[src/rtl/evc_pkg.sv]
// Shared constants for the event/condition sequencer: state indices,
// event codes, guard flag positions and action codes.
package evc_pkg;
    localparam int DATA_W  = 8;
    localparam int COND_W  = 8;
    localparam int STATE_N = 6;

    // One-hot state bit positions
    localparam int S_IDLE  = 0;
    localparam int S_A0B0  = 1;
    localparam int S_A0B1  = 2;
    localparam int S_A1B0  = 3;
    localparam int S_A1B1  = 4;
    localparam int S_FAULT = 5;

    // Event codes
    localparam logic [DATA_W-1:0] EV_NULL  = 8'h00;
    localparam logic [DATA_W-1:0] EV_START = 8'h01;
    localparam logic [DATA_W-1:0] EV_STOP  = 8'h02;
    localparam logic [DATA_W-1:0] EV_TICKA = 8'h03;
    localparam logic [DATA_W-1:0] EV_TICKB = 8'h04;
    localparam logic [DATA_W-1:0] EV_ABORT = 8'h05;

    // Guard flag positions
    localparam int G_EN    = 0;
    localparam int G_ARM   = 1;
    localparam int G_HOLD  = 2;
    localparam int G_ALARM = 3;
    localparam int G_DONE  = 4;
    localparam int G_RECOV = 5;
    localparam int G_BLOCK = 6;
    localparam int G_FORCE = 7;

    // Action codes (0 = no action)
    localparam logic [DATA_W-1:0] AC_NONE   = 8'h00;
    localparam logic [DATA_W-1:0] AC_START  = 8'h11;
    localparam logic [DATA_W-1:0] AC_STOP   = 8'h20;
    localparam logic [DATA_W-1:0] AC_A_DOWN = 8'h30;
    localparam logic [DATA_W-1:0] AC_A_UP   = 8'h31;
    localparam logic [DATA_W-1:0] AC_B_UP   = 8'h40;
    localparam logic [DATA_W-1:0] AC_DONE   = 8'h50;
    localparam logic [DATA_W-1:0] AC_RECOV  = 8'h60;
    localparam logic [DATA_W-1:0] AC_ALARM  = 8'hE0;
    localparam logic [DATA_W-1:0] AC_ABORT  = 8'hE1;

    typedef logic [STATE_N-1:0] state_vec_t;
endpackage

[src/rtl/evc_cond_bank.sv]
// Guard flag bank. Holds the flags software writes and a snapshot that
// the transition logic reads. Assumes the snapshot may only advance on
// cycles where the sequencer runs, so a change made while an action is
// pending reaches the logic one control cycle late.
module evc_cond_bank #(
    parameter int COND_W = 8
) (
    input  logic              clk,
    input  logic              rst_n,
    input  logic              run,
    input  logic              cond_we,
    input  logic [COND_W-1:0] cond_wdata,
    output logic [COND_W-1:0] cond_q,
    output logic [COND_W-1:0] cond_snap
);
    // Flag latches: store software writes
    always_ff @(posedge clk) begin
        if (!rst_n)       cond_q <= '0;
        else if (cond_we) cond_q <= cond_wdata;
    end

    // Snapshot: copy the latches on every running cycle
    always_ff @(posedge clk) begin
        if (!rst_n)   cond_snap <= '0;
        else if (run) cond_snap <= cond_q;
    end

    a_r3_cond_store: assert property (@(posedge clk) disable iff (!rst_n)
        cond_we |=> cond_q == $past(cond_wdata));

    a_r4_snap_frozen: assert property (@(posedge clk) disable iff (!rst_n)
        !run |=> $stable(cond_snap));
endmodule

[src/rtl/evc_bus_port.sv]
// Bus side of the sequencer: captures one pending event from chip-selected
// writes, and runs the action/interrupt handshake. Assumes a single event
// slot; a write always replaces the slot and releases a pending interrupt.
module evc_bus_port #(
    parameter int DATA_W = 8
) (
    input  logic              clk,
    input  logic              rst_n,
    input  logic              bus_cs,
    input  logic              bus_we,
    input  logic [DATA_W-1:0] bus_wdata,
    input  logic              act_fire,
    input  logic [DATA_W-1:0] act_code,
    output logic [DATA_W-1:0] trig_eff,
    output logic              run,
    output logic              irq,
    output logic              data_valid,
    output logic [DATA_W-1:0] bus_rdata
);
    localparam logic [DATA_W-1:0] NULL_CODE = '0;

    logic              wr;
    logic              trig_vld;
    logic [DATA_W-1:0] trig_q;
    logic [DATA_W-1:0] act_q;

    assign wr  = bus_cs & bus_we;
    assign run = ~irq;

    // Event slot: load on write, drop once a running cycle consumes it
    always_ff @(posedge clk) begin
        if (!rst_n) begin
            trig_q   <= NULL_CODE;
            trig_vld <= 1'b0;
        end else if (wr) begin
            trig_q   <= bus_wdata;
            trig_vld <= 1'b1;
        end else if (run) begin
            trig_vld <= 1'b0;
        end
    end

    // Effective event: the null code when the slot is empty
    always_comb trig_eff = trig_vld ? trig_q : NULL_CODE;

    // Handshake: raise on an issued action, release on the reply write
    always_ff @(posedge clk) begin
        if (!rst_n) begin
            irq        <= 1'b0;
            data_valid <= 1'b0;
            act_q      <= NULL_CODE;
        end else if (act_fire) begin
            irq        <= 1'b1;
            data_valid <= 1'b1;
            act_q      <= act_code;
        end else if (wr) begin
            irq        <= 1'b0;
            data_valid <= 1'b0;
        end
    end

    // Read data: the action code only while it is valid
    always_comb bus_rdata = data_valid ? act_q : NULL_CODE;

    a_r7_code_nonnull: assert property (@(posedge clk) disable iff (!rst_n)
        irq |-> bus_rdata != NULL_CODE);

    a_r9_reply_clears: assert property (@(posedge clk) disable iff (!rst_n)
        irq && wr |=> !irq && !data_valid);

    a_r2_consumed_once: assert property (@(posedge clk) disable iff (!rst_n)
        run && !wr |=> trig_eff == NULL_CODE);
endmodule

[src/rtl/evc_state_table.sv]
// Flattened example machine. Idle and fault are plain states; the run
// region holds two concurrent halves (A, B) realised as four one-hot
// product states. Event rules are tried first; condition-only rules
// apply when no event rule fires. Assumes the guard snapshot is stable
// for the whole cycle.
module evc_state_table
    import evc_pkg::*;
(
    input  logic              clk,
    input  logic              rst_n,
    input  logic              run,
    input  logic [DATA_W-1:0] trig,
    input  logic [COND_W-1:0] cond,
    output state_vec_t        state_q,
    output logic [DATA_W-1:0] act_code,
    output logic              act_fire
);
    state_vec_t nxt;
    logic       in_run;
    logic       half_a;
    logic       half_b;
    logic       taken;

    // Product state from the two half positions
    function automatic state_vec_t prod(input logic a, input logic b);
        state_vec_t v;
        v = '0;
        case ({a, b})
            2'b00:   v[S_A0B0] = 1'b1;
            2'b01:   v[S_A0B1] = 1'b1;
            2'b10:   v[S_A1B0] = 1'b1;
            default: v[S_A1B1] = 1'b1;
        endcase
        return v;
    endfunction

    function automatic state_vec_t one(input int idx);
        state_vec_t v;
        v = '0;
        v[idx] = 1'b1;
        return v;
    endfunction

    // Region decode: which product half positions are active
    always_comb begin
        in_run = state_q[S_A0B0] | state_q[S_A0B1] | state_q[S_A1B0] | state_q[S_A1B1];
        half_a = state_q[S_A1B0] | state_q[S_A1B1];
        half_b = state_q[S_A0B1] | state_q[S_A1B1];
    end

    // Transition rules: next state and action for this cycle
    always_comb begin
        nxt      = state_q;
        act_code = AC_NONE;
        taken    = 1'b0;
        if (state_q[S_IDLE]) begin
            if (trig == EV_START && cond[G_EN]) begin
                nxt = prod(1'b0, 1'b0); act_code = AC_START; taken = 1'b1;
            end
            if (!taken && cond[G_ALARM]) begin
                nxt = one(S_FAULT); act_code = AC_ALARM;
            end
        end else if (in_run) begin
            if (trig == EV_STOP) begin
                nxt = one(S_IDLE); act_code = AC_STOP; taken = 1'b1;
            end else if (trig == EV_ABORT) begin
                nxt = one(S_FAULT); act_code = AC_ABORT; taken = 1'b1;
            end else if (trig == EV_TICKA) begin
                if (half_a) begin
                    nxt = prod(1'b0, half_b); act_code = AC_A_DOWN; taken = 1'b1;
                end else if (cond[G_ARM] && !cond[G_HOLD]) begin
                    nxt = prod(1'b1, half_b); act_code = AC_A_UP; taken = 1'b1;
                end
            end else if (trig == EV_TICKB) begin
                if (half_b) begin
                    nxt = prod(half_a, 1'b0); act_code = AC_NONE; taken = 1'b1;
                end else if (!cond[G_BLOCK]) begin
                    nxt = prod(half_a, 1'b1); act_code = AC_B_UP; taken = 1'b1;
                end
            end
            if (!taken && state_q[S_A1B1] && cond[G_DONE]) begin
                nxt = one(S_IDLE); act_code = AC_DONE;
            end
        end else begin
            if (!cond[G_ALARM] && (cond[G_RECOV] || cond[G_FORCE])) begin
                nxt = one(S_IDLE); act_code = AC_RECOV;
            end
        end
    end

    // State register: advance only on running cycles
    always_ff @(posedge clk) begin
        if (!rst_n)   state_q <= one(S_IDLE);
        else if (run) state_q <= nxt;
    end

    always_comb act_fire = run && (act_code != AC_NONE);

    a_r11_onehot: assert property (@(posedge clk) disable iff (!rst_n)
        $countones(state_q) == 1);

    a_r9_hold: assert property (@(posedge clk) disable iff (!rst_n)
        !run |=> $stable(state_q));

    a_r10_stop_exits: assert property (@(posedge clk) disable iff (!rst_n)
        run && in_run && trig == EV_STOP |=> state_q[S_IDLE]);

    a_r6_null_no_start: assert property (@(posedge clk) disable iff (!rst_n)
        run && state_q[S_IDLE] && trig == EV_NULL |=> !state_q[S_A0B0]);

    a_r12_fault_ignores: assert property (@(posedge clk) disable iff (!rst_n)
        run && state_q[S_FAULT] && !cond[G_RECOV] && !cond[G_FORCE] |=> state_q[S_FAULT]);
endmodule

[src/rtl/evc_controller.sv]
// Top of the event/condition sequencer. Joins the bus port, the guard
// flag bank and the state table. Assumes one reply write per action.
module evc_controller
    import evc_pkg::*;
(
    input  logic              clk,
    input  logic              rst_n,
    input  logic              bus_cs,
    input  logic              bus_we,
    input  logic [DATA_W-1:0] bus_wdata,
    input  logic              cond_we,
    input  logic [COND_W-1:0] cond_wdata,
    output logic [DATA_W-1:0] bus_rdata,
    output logic              data_valid,
    output logic              irq,
    output logic [COND_W-1:0] cond_level,
    output logic [STATE_N-1:0] state_vec
);
    logic              run;
    logic              act_fire;
    logic [DATA_W-1:0] act_code;
    logic [DATA_W-1:0] trig_eff;
    logic [COND_W-1:0] cond_snap;

    evc_bus_port #(.DATA_W(DATA_W)) u_port (
        .clk(clk), .rst_n(rst_n),
        .bus_cs(bus_cs), .bus_we(bus_we), .bus_wdata(bus_wdata),
        .act_fire(act_fire), .act_code(act_code),
        .trig_eff(trig_eff), .run(run), .irq(irq),
        .data_valid(data_valid), .bus_rdata(bus_rdata)
    );

    evc_cond_bank #(.COND_W(COND_W)) u_cond (
        .clk(clk), .rst_n(rst_n), .run(run),
        .cond_we(cond_we), .cond_wdata(cond_wdata),
        .cond_q(cond_level), .cond_snap(cond_snap)
    );

    evc_state_table u_table (
        .clk(clk), .rst_n(rst_n), .run(run),
        .trig(trig_eff), .cond(cond_snap),
        .state_q(state_vec), .act_code(act_code), .act_fire(act_fire)
    );

    a_r7_irq_with_code: assert property (@(posedge clk) disable iff (!rst_n)
        $rose(irq) |-> data_valid && bus_rdata != '0);
endmodule

[config.mk]
export PLATFORM = sky130hd
export DESIGN_NAME = evc_controller
export DESIGN_NICKNAME = d
export VERILOG_FILES = /design/src/rtl/evc_pkg.sv /design/src/rtl/evc_cond_bank.sv /design/src/rtl/evc_bus_port.sv /design/src/rtl/evc_state_table.sv /design/src/rtl/evc_controller.sv
export SDC_FILE = /design/constraint.sdc
export NUM_CORES = 1
export LEC_CHECK = 0
export ABC_AREA = 1
export CAP_MARGIN = 0
export CORE_MARGIN = 3
export CORE_UTILIZATION = 48
export DETAILED_ROUTE_END_ITERATION = 10
export GPL_ROUTABILITY_DRIVEN = 0
export PLACE_DENSITY = 0.78
export SLEW_MARGIN = 20
export SYNTH_ARGS = -nofsm -noshare
export SYNTH_HDL_FRONTEND = slang
export SYNTH_SLANG_ARGS = --single-unit
[constraint.sdc]
create_clock -name clk -period 3.66 [get_ports clk]
set_input_delay 0.549 -clock clk [delete_from_list [all_inputs] [get_ports clk]]
set_output_delay 0.549 -clock clk [all_outputs]
set_load 0.02 [all_outputs]
==> results of run 1 <==
[flip-flops by register name, summed over array words and instances (netlist names)]
register / count
u_port.trig_q: 8
u_cond.cond_q: 8
u_cond.cond_snap: 8
u_table.state_q: 6
u_port.act_q: 5
u_port.irq: 1
u_port.trig_vld: 1
[worst max-delay path, stage by stage, from the launching register on]
cell and delay, ns:
dfxtp_1 0.74, nand2_1 0.10, inv_1 0.08, clkdlybuf4s50_1 0.59
[power groups by stage]
stage	clock network [uW]	logic [uW]	registers, uW
after detailed placement	0	376	519
final	349	378	510
after global placement	0	370	517
after global routing	372	423	518
after floorplan	0	241	532
after CTS	356	378	510
[per-layer routing]
metal  GRT usage  part of all wire
met4      0.0670             0.015
met5           0                 0
met3      0.0394             0.055
met1       0.227              0.47
met2       0.312              0.46
[worst min-delay path by stage]
stage / start / end / slack [ns] / depth (start not counted)
2_1_floorplan: u_cond.cond_snap[0] / u_cond.cond_snap[0] / 0.43 / 2
3_3_place_gp: u_cond.cond_snap[1] / u_cond.cond_snap[1] / 0.45 / 2
3_5_place_dp: u_cond.cond_snap[0] / u_cond.cond_snap[0] / 0.46 / 2
4_1_cts: u_cond.cond_snap[1] / u_cond.cond_snap[1] / 0.47 / 2
5_1_grt: u_cond.cond_snap[1] / u_cond.cond_snap[1] / 0.49 / 2
6_report: u_cond.cond_snap[1] / u_cond.cond_snap[1] / 0.47 / 2
[area by class of cell]
cell class	instances	area, um2	area share
Multi-Input combinational cell	191	930	0.394
Sequential cell	37	741	0.314
Timing Repair Buffer	41	410	0.174
Inverter	29	109	0.0462
Clock buffer	6	72.6	0.0308
Tap cell	46	57.6	0.0244
Clock inverter	2	38.8	0.0164
[synthesized netlist by cell type (all sizes together) (2+ instances only)]
library cell / number / share of area
clkbuf: 6 / 0.012
nand3b: 2 / 0.0082
a21oi: 19 / 0.054
nand3: 18 / 0.049
dfxtp: 37 / 0.40
o21ai: 34 / 0.092
buf: 6 / 0.025
o22ai: 4 / 0.014
nand2: 44 / 0.11
nor2: 62 / 0.15
inv: 29 / 0.059
[metrics by stage]
| step | hold WS (ns) | setup WS, ns | power, uW |
|---|---|---|---|
| 2_1_floorplan | 0.434 | 1.90 | 773 |
| 3_3_place_gp | 0.446 | 1.45 | 887 |
| 3_5_place_dp | 0.460 | 1.41 | 895 |
| 4_1_cts | 0.471 | 1.29 | 1240 |
| 5_1_grt | 0.486 | 1.15 | 1310 |
| 6_report | 0.467 | 1.30 | 1240 |
[cells by family after synthesis]
group,after synthesis
other,1
and+or+nand+nor,129
AOI/OAI and AO/OA,59
buffers and inverters,41
DFF,37
==> results by group, run 1 <==
Status
  – Status: completed

Setup path
  – CP Max Fanout: 22
  – FF-to-FF End: u_port.act_q[0]
  – Crit path launch type: flop
  – Worst setup path end: bus_rdata[0]
  – Worst EP required: 3.11 ns
  – Crit path from: u_port.irq
  – R2R cell count: 11
  – Setup crit end kind: output port
  – R2R Setup Slk: 1.75 ns
  – Critical Path AT: 1.81 ns
  – CP Class: reg2out
  – Reg2reg start: u_port.trig_vld

Floorplanning
  – Initial core utilization: 0.523
  – Die width: 67.9 um
  – Die area: 4610 um2
  – I/O pin count: 45
  – Row cnt: 21
  – Die height: 67.9 um
  – Core Region: 3520 um2

Min path
  – Hold Crit Class: reg2reg

Final layout
  – Layout area overhead: 28.1%
  – Non-filler cells, final: 352
  – Total Nets Final: 326
  – Final Cell Area: 2360 um2
  – Antenna diodes: 0
  – Most common cell after layout, fill and taps aside: nor2_1
  – Most frequent cells in the layout: nor2_1, clkdlybuf4s50_1, dfxtp_1, o21ai_0, nand2_1
  – Share of cells above drive strength 1: 0.101
  – Core Util, Final: 0.670
  – Filler cells: 334

Synth
  – Post-synth EDFFs: 0
  – Mapped cell area: 1840 um2
  – Post-synthesis async set-or-reset flop share: 0
  – Synth Area in XOR/XNOR: 0
  – Library cells used by synthesis: 24
  – Post-synthesis cell count: 267
  – Post-synthesis mux area share: 0
  – Compound-gate portion of the synthesized area: 0.168
  – Largest family of logic cells by synthesized area: simple AND/OR/NAND/NOR gates
  – Ys flop type: dfxtp_1
  – Simple-gate area share of the yosys netlist: 0.331
  – FF+latch count, synth: 37
  – Adder-cell share of the synthesized area: 0
  – Synth warn: 0
  – Syn_area_per_cell: 6.89 um2
  – Post-synthesis sequential area ratio: 0.402

Timing
  – Max Slew Vio Count: 0
  – Final Setup Violations: 0
  – Worst Tran Pin Value: 0.984 ns
  – Period utilization: 0.644
  – Total negative slack: 0 ns
  – Max frequency: 424 MHz
  – Fin crit period: 2.36 ns
  – Max_slew headroom: 0.342
  – Clk_skew: 0.00514 ns
  – RSZ-0062 raised after global routing: false
  – Hold Fails Final Rpt: 0

Global routing
  – Grt total ovfl: 0
  – Total GRT Usage: 0.184
  – Global-route wire length before repair: 6.53 mm
  – Initial antenna violation count: 0
  – Largest net degree at the start of global routing: 35
  – Vias in the first global route: 1602

Routing
  – Pre-antenna DRT Iters: 4
  – Routed Antenna Nets: 0
  – DR iter-0 viols: 107
  – DRC: 0
  – Final wirelength: 3.84 mm
  – Vias after detailed routing: 1781
  – Per-cell routed wire length: 10.9 um
  – Vias/cell: 5.06

Place
  – Port Buf Inserts: 41
  – HPWL after DPL: 2.81 mm
  – Cells after DPL: 344
  – Placed cell areas: 2250 um2

Clocking
  – Post-CTS sizing: 0
  – Clk_lat worst skew: 0.29 ns
  – Hold-fix buffers, CTS: 0
  – Root buffer cell: clkbuf_8
  – Clk buf depth: 2
  – Post-CTS Setup Bufs: 0
  – TritonCTS clock tree: done
  – H-tree depth: 2
  – Register clock-pin slew on the reported worst setup and hold paths: 0.07 ns
  – CTS Buf Count: 5
  – Clock Sinks: 37

Power and ir drop
  – Combinational share of power: 0.306
  – Net Sw Frac: 0.342
  – Switching power of the nets: 423 uW
  – Leak: 0.00105 uW
  – Clock power share: 0.282
  – Reg power frac: 0.412
  – Pwr dens: 525 nW/um2
  – Peak VDD IR: 0.000260 V
  – Internal power: 814 uW

Job
  – Max-Cap Viols: 0
Power figures use the tool's default switching activity.
==> run 2, diff against run 1 <==
==> constraint.sdc (replaced) <==
create_clock -name clk -period 2.3 [get_ports clk]
set_input_delay 0.345 -clock clk [delete_from_list [all_inputs] [get_ports clk]]
set_output_delay 0.345 -clock clk [all_outputs]
set_load 0.02 [all_outputs]
==> run 2 against run 1 <==
Via count fell by 0.22%. Critical path depth rose by 6. Total power rose by 52%. Non-clock buffer count rose by 3. First-iteration DRC count rose by 20%. Sequential cell count did not move. Cell area rose by 0.11%. Critical path type is now reg2reg. Largest power group unchanged. Highest routed layer unchanged.
==> results by group, run 2 (synthesis gave the netlist of run 1 again) <==
Status
  – Status: completed (unchanged)

Timing
  – Worst setup margin: 0.403 ns (was 1.30 ns)
  – Fin crit period: 1.90 ns
  – Max frequency: 527 MHz
  – Final Setup Violations: 0 (unchanged)
  – Hold Fails Final Rpt: 0 (unchanged)
  – RSZ-0062 raised after global routing: false (unchanged)
  – Total negative slack: 0 ns (unchanged)
  – Worst Tran Pin Value: 0.558 ns (was 0.984 ns)
  – Max_slew headroom: 0.627 (was 0.342)
  – Period utilization: 0.825
  – Clk_skew: 0.00703 ns (was 0.00514 ns)
  – Max Slew Vio Count: 0 (unchanged)

Clocking
  – Clk_lat worst skew: 0.30 ns (was 0.29 ns)
  – Register clock-pin slew on the reported worst setup and hold paths: 0.08 ns (was 0.07 ns)
  – Post-CTS Setup Bufs: 0 (unchanged)
  – Hold-fix buffers, CTS: 0 (unchanged)
  – H-tree depth: 2 (unchanged)
  – Post-CTS sizing: 0 (unchanged)
  – CTS Buf Count: 5 (unchanged)
  – Clk buf depth: 2 (unchanged)
  – Clock Sinks: 37 (unchanged)
  – TritonCTS clock tree: done (unchanged)
  – Root buffer cell: clkbuf_8 (unchanged)

Power and ir drop
  – Leak: 0.00105 uW (about the same)
  – Switching power of the nets: 688 uW (was 423 uW)
  – Reg power frac: 0.427 (was 0.412)
  – Clock power share: 0.245 (was 0.282)
  – Net Sw Frac: 0.366 (was 0.342)
  – Combinational share of power: 0.329 (was 0.306)
  – Internal power: 1190 uW (was 814 uW)
  – Peak VDD IR: 0.000493 V (was 0.000260 V)
  – Pwr dens: 797 nW/um2 (was 525 nW/um2)

Place
  – Pre-CTS setup slack: 0.459 ns (was 1.41 ns)
  – HPWL after DPL: 2.99 mm (was 2.81 mm)
  – Port Buf Inserts: 41 (unchanged)

Routing
  – Routed Antenna Nets: 0 (unchanged)
  – DRC: 0 (unchanged)
  – Per-cell routed wire length: 11.5 um (was 10.9 um)
  – Vias after detailed routing: 1777 (was 1781)
  – Pre-antenna DRT Iters: 4 (unchanged)
  – Final wirelength: 4.07 mm (was 3.84 mm)
  – DR iter-0 viols: 128 (was 107)
  – Vias/cell: 5.01 (was 5.06)

Floorplanning
  – I/O pin count: 45 (unchanged)
  – Row cnt: 21 (unchanged)
  – Initial core utilization: 0.523 (unchanged)
  – Die area: 4610 um2 (unchanged)
  – Die height: 67.9 um (unchanged)
  – Die width: 67.9 um (unchanged)
  – Core Region: 3520 um2 (unchanged)

Global routing
  – Vias in the first global route: 1672 (was 1602)
  – Initial antenna violation count: 0 (unchanged)
  – Grt total ovfl: 0 (unchanged)
  – Largest net degree at the start of global routing: 19 (was 35)
  – Global-route wire length before repair: 7.00 mm (was 6.53 mm)
  – Total GRT Usage: 0.203 (was 0.184)

Job
  – Max-Cap Viols: 0 (unchanged)

Final layout
  – Area of the multi-input gates: 930 um2 (unchanged)
  – Share of cells above drive strength 1: 0.113 (was 0.101)
  – Layout area overhead: 28.3% (was 28.1%)
  – Most common cell after layout, fill and taps aside: nor2_1 (unchanged)
  – Storage cell area: 741 um2 (unchanged)
  – Filler cells: 334 (unchanged)
  – Most frequent cells in the layout: nor2_1, clkdlybuf4s50_1, dfxtp_1, o21ai_0, nand2_1 (unchanged)
  – Antenna diodes: 0 (unchanged)
  – Top Registers: u_cond.cond_q x8, u_cond.cond_snap x8, u_port.trig_q x8 (unchanged)
  – Total Nets Final: 329 (was 326)

Min path
  – Hold Crit Class: reg2reg (unchanged)

Setup path
  – Setup crit end kind: flop (was output port)
  – Critical Path AT: 2.08 ns (was 1.81 ns)
  – CP Class: reg2reg (was reg2out)
  – Worst EP required: 2.49 ns (was 3.11 ns)
  – CP Max Fanout: 9 (was 22)
  – Crit path launch type: flop (unchanged)
-- run 2: cell types whose count changed in the layout (fill, tap and decap cells not counted), sizes merged --
| cell | delta |
|---|---|
| buf | +3 |
| bufinv | -1 |
| clkbuf | -1 |
| clkinv | +2 |
-- run 2: final cells by class --
type / count / area share
Tap cell: 46 / 0.0244
Clock inverter: 3 / 0.00954
Sequential cell: 37 / 0.314
Multi-Input combinational cell: 191 / 0.394
Timing Repair Buffer: 44 / 0.183
Inverter: 29 / 0.0461
Clock buffer: 5 / 0.0291
-- run 2: per-layer routing --
layer | global-route usage | share of wire | vias up
met1 | 0.247 | 0.48 | 769
met2 | 0.316 | 0.43 | 63
met4 | 0.129 | 0.033 | 0
met5 | 0 | 0 | -
li1 | - | - | 932
met3 | 0.0509 | 0.057 | 13
-- run 2: per-stage QoR --
| stage | cells | hold WS (ns) | cell area [um2] | utilization | power, uW |
|---|---|---|---|---|---|
| after floorplan | 269 | 0.434 | 1850 | - | 1230 |
| final | 355 | 0.457 | 2360 | 0.671 | 1880 |
| after global routing | 355 | 0.498 | 2360 | 0.671 | 2020 |
| after CTS | 355 | 0.460 | 2360 | 0.671 | 1890 |
| after detailed placement | 347 | 0.448 | 2270 | 0.645 | 1430 |
| after global placement | 347 | 0.444 | 2270 | 0.645 | 1420 |
-- run 2: final timing paths --
kind,end,depth (start not counted),startpoint,slack [ns]
min reg2reg,u_cond.cond_snap[1],2,u_cond.cond_snap[1],0.46
max reg2reg,u_table.state_q[2],9,u_port.trig_vld,0.40
min,u_cond.cond_snap[1],2,u_cond.cond_snap[1],0.46
max,u_table.state_q[2],9,u_port.trig_vld,0.40
-- run 2: worst max-delay path, stage by stage, from the launching register on --
cell	delay [ns]
dfxtp_1	0.52
nand2_1	0.20
nand2_1	0.20
nand2_2	0.07
nor2_2	0.16
inv_1	0.09
nor2_1	0.21
nor2_2	0.11
o21ai_0	0.18
a21oi_1	0.06
-- run 2: power groups by stage --
stage / registers [uW] / clock network [uW] / logic [uW]
4_1_cts: 804 / 469 / 619
2_1_floorplan: 847 / 0 / 383
6_report: 803 / 460 / 618
3_5_place_dp: 818 / 0 / 615
3_3_place_gp: 814 / 0 / 604
5_1_grt: 814 / 498 / 704
==> run 3, diff against run 2 <==
==> constraint.sdc (replaced) <==
create_clock -name clk -period 1.8 [get_ports clk]
set_input_delay 0.27 -clock clk [delete_from_list [all_inputs] [get_ports clk]]
set_output_delay 0.27 -clock clk [all_outputs]
set_load 0.02 [all_outputs]
==> run 3 against run 2 <==
Critical path depth fell by 7. Cell area increased by 3.6%. Combinational power rose by 44%. Largest cell class unchanged. Clock skew fell by 0.0051 ns. Clock-buffer cell count grew 1. Sequential cell count unchanged. Total power is 31% higher. Sequential share of layout area shrank 0.87 points. Setup slack got worse by 0.33 ns. Hold slack is essentially flat. Clock power grew 18%. Global-route usage is 1.5 points lower.
==> results by group, run 3 (synthesis gave the netlist of run 1 again) <==
Status
  – Status: completed (unchanged)

Setup path
  – WP depth: 2 (was 9)
  – Worst path cell trace: buf_4 > clkdlybuf4s50_1 (was nand2_1 > nand2_1 > nand2_2 > nor2_2 > inv_1 > nor2_1 > nor2_2 > o21ai_0 > a21oi_1)
  – CP Buf/Inv Count: 2 (was 1)
  – Slowest CP cell: clkdlybuf4s50_1 (was dfxtp_1)
  – R2R cell count: 11 (was 9)
  – CP Max Fanout: 3 (was 9)
  – Worst path top cell family by delay: buffers and inverters (was simple AND/OR/NAND/NOR gates)
  – Largest stage delay, worst path: 0.59 ns (was 0.52 ns)
  – R2R Setup Slk: 0.10 ns (was 0.40 ns)
  – CP Class: reg2out (was reg2reg)
  – Setup crit end kind: output port (was flop)
  – Worst EP required: 1.53 ns (was 2.49 ns)
  – Critical Path AT: 1.45 ns (was 2.08 ns)
  – Crit path launch type: flop (unchanged)

Timing
  – Clk_skew: 0.00193 ns (was 0.00703 ns)
  – Max Slew Vio Count: 0 (unchanged)
  – Fin crit period: 1.72 ns
  – Worst hold slack: 0.457 ns (about the same)
  – Final Setup Violations: 0 (unchanged)
  – Hold Fails Final Rpt: 0 (unchanged)
  – RSZ-0062 raised after global routing: true (was false)
  – Max frequency: 581 MHz
  – Period utilization: 0.957

Job
  – Max-Cap Viols: 0 (unchanged)

Clocking
  – CTS Buf Count: 5 (unchanged)
  – TritonCTS clock tree: done (unchanged)
  – H-tree depth: 2 (unchanged)
  – Clk buf depth: 2 (unchanged)
  – Clk_lat worst skew: 0.28 ns (was 0.30 ns)
  – Root buffer cell: clkbuf_8 (unchanged)
  – Hold-fix buffers, CTS: 0 (unchanged)
  – Clock Sinks: 37 (unchanged)
  – Register clock-pin slew on the reported worst setup and hold paths: 0.07 ns (was 0.08 ns)

Final layout
  – Most frequent cells in the layout: nor2_1, clkdlybuf4s50_1, dfxtp_1, o21ai_0 (was nor2_1, clkdlybuf4s50_1, dfxtp_1, o21ai_0, nand2_1)
  – Total Nets Final: 333 (was 329)
  – Non-filler cells, final: 359 (was 355)
  – Core Util, Final: 0.694 (was 0.671)
  – Antenna diodes: 0 (unchanged)
  – Top Registers: u_cond.cond_q x8, u_cond.cond_snap x8, u_port.trig_q x8 (unchanged)
  – Share of cells above drive strength 1: 0.153 (was 0.113)
  – Most common cell after layout, fill and taps aside: nor2_1 (unchanged)
  – Layout area overhead: 32.8% (was 28.3%)

Place
  – Cells after DPL: 349 (was 347)
  – HPWL after DPL: 2.96 mm (was 2.99 mm)
  – Port Buf Inserts: 41 (unchanged)

Power and ir drop
  – Leak: 0.00109 uW (was 0.00105 uW)
  – Peak VDD IR: 0.000608 V (was 0.000493 V)
  – Pwr dens: 1010 nW/um2 (was 797 nW/um2)

Routing
  – Vias after detailed routing: 1809 (was 1777)
  – Per-cell routed wire length: 11.6 um (was 11.5 um)
  – Vias/cell: 5.04 (was 5.01)
  – Pre-antenna DRT Iters: 4 (unchanged)
  – Routed Antenna Nets: 0 (unchanged)
  – DR iter-0 viols: 151 (was 128)
  – DRC: 0 (unchanged)
  – Final wirelength: 4.18 mm (was 4.07 mm)

Global routing
  – Initial antenna violation count: 0 (unchanged)
  – Global-route wire length before repair: 6.56 mm (was 7.00 mm)
  – Vias in the first global route: 1579 (was 1672)
  – Largest net degree at the start of global routing: 35 (was 19)
  – Total GRT Usage: 0.188 (was 0.203)
  – Grt total ovfl: 0 (unchanged)

Floorplanning
  – Die height: 67.9 um (unchanged)
  – Row cnt: 21 (unchanged)
  – Core Region: 3520 um2 (unchanged)
  – Die width: 67.9 um (unchanged)
  – I/O pin count: 45 (unchanged)
  – Initial core utilization: 0.523 (unchanged)
  – Die area: 4610 um2 (unchanged)

Min path
  – Hold Crit Class: reg2reg (unchanged)
  – Hold Crit Depth: 2 (unchanged)
[run 3: what timing repair did]
action,4_1_cts,5_1_grt
buffers inserted,0,2
endpoints found under the hold margin,0,0
gates resized for setup,1,15
endpoints found under the setup margin,7,15
pin swaps,0,1
[run 3: worst min-delay path: stages, from the launching register on]
cell     delay, ns
dfxtp_1       0.30
inv_1         0.06
a21oi_1       0.06
[run 3: layout make-up]
class / count / area, um2
tap: 46 / 57.6
clock inverter: 2 / 10.0
inverter: 29 / 109
clock buffer: 6 / 72.6
multi-input combinational: 191 / 975
fill: 314 / 1080
sequential: 37 / 746
timing repair buffer: 48 / 475
[run 3: routing by layer]
layer	up-vias	share of wire	GRT usage
met4	0	0.017	0.0844
met1	808	0.47	0.224
met3	6	0.051	0.0525
met5	-	0	0
met2	56	0.47	0.313
li1	939	-	-
[run 3: where the power goes]
part	internal, uW	switching (uW)	total, uW	leakage (uW)
Sequential	930	94.6	1020	0.000306
Clock	268	276	544	0.0000450
Combinational	370	523	893	0.000741
[run 3: worst paths after layout]
kind,from,end
worst max-delay path,u_table.state_q[4],state_vec[4]
worst min-delay path,u_cond.cond_snap[1],u_cond.cond_snap[1]
worst min register to register,u_cond.cond_snap[1],u_cond.cond_snap[1]
worst max register to register,u_table.state_q[2],u_port.act_q[0]
[run 3: through the flow]
stage,setup TNS [ns],total power (uW),area (um2),worst slack (ns)
2_1_floorplan,0,1570,1850,0.165
3_3_place_gp,0,1850,2300,0.0596
3_5_place_dp,0,1870,2300,0.0155
4_1_cts,0,2410,2380,0.0176
5_1_grt,-0.244,2610,2440,-0.0842
6_report,0,2460,2440,0.0776
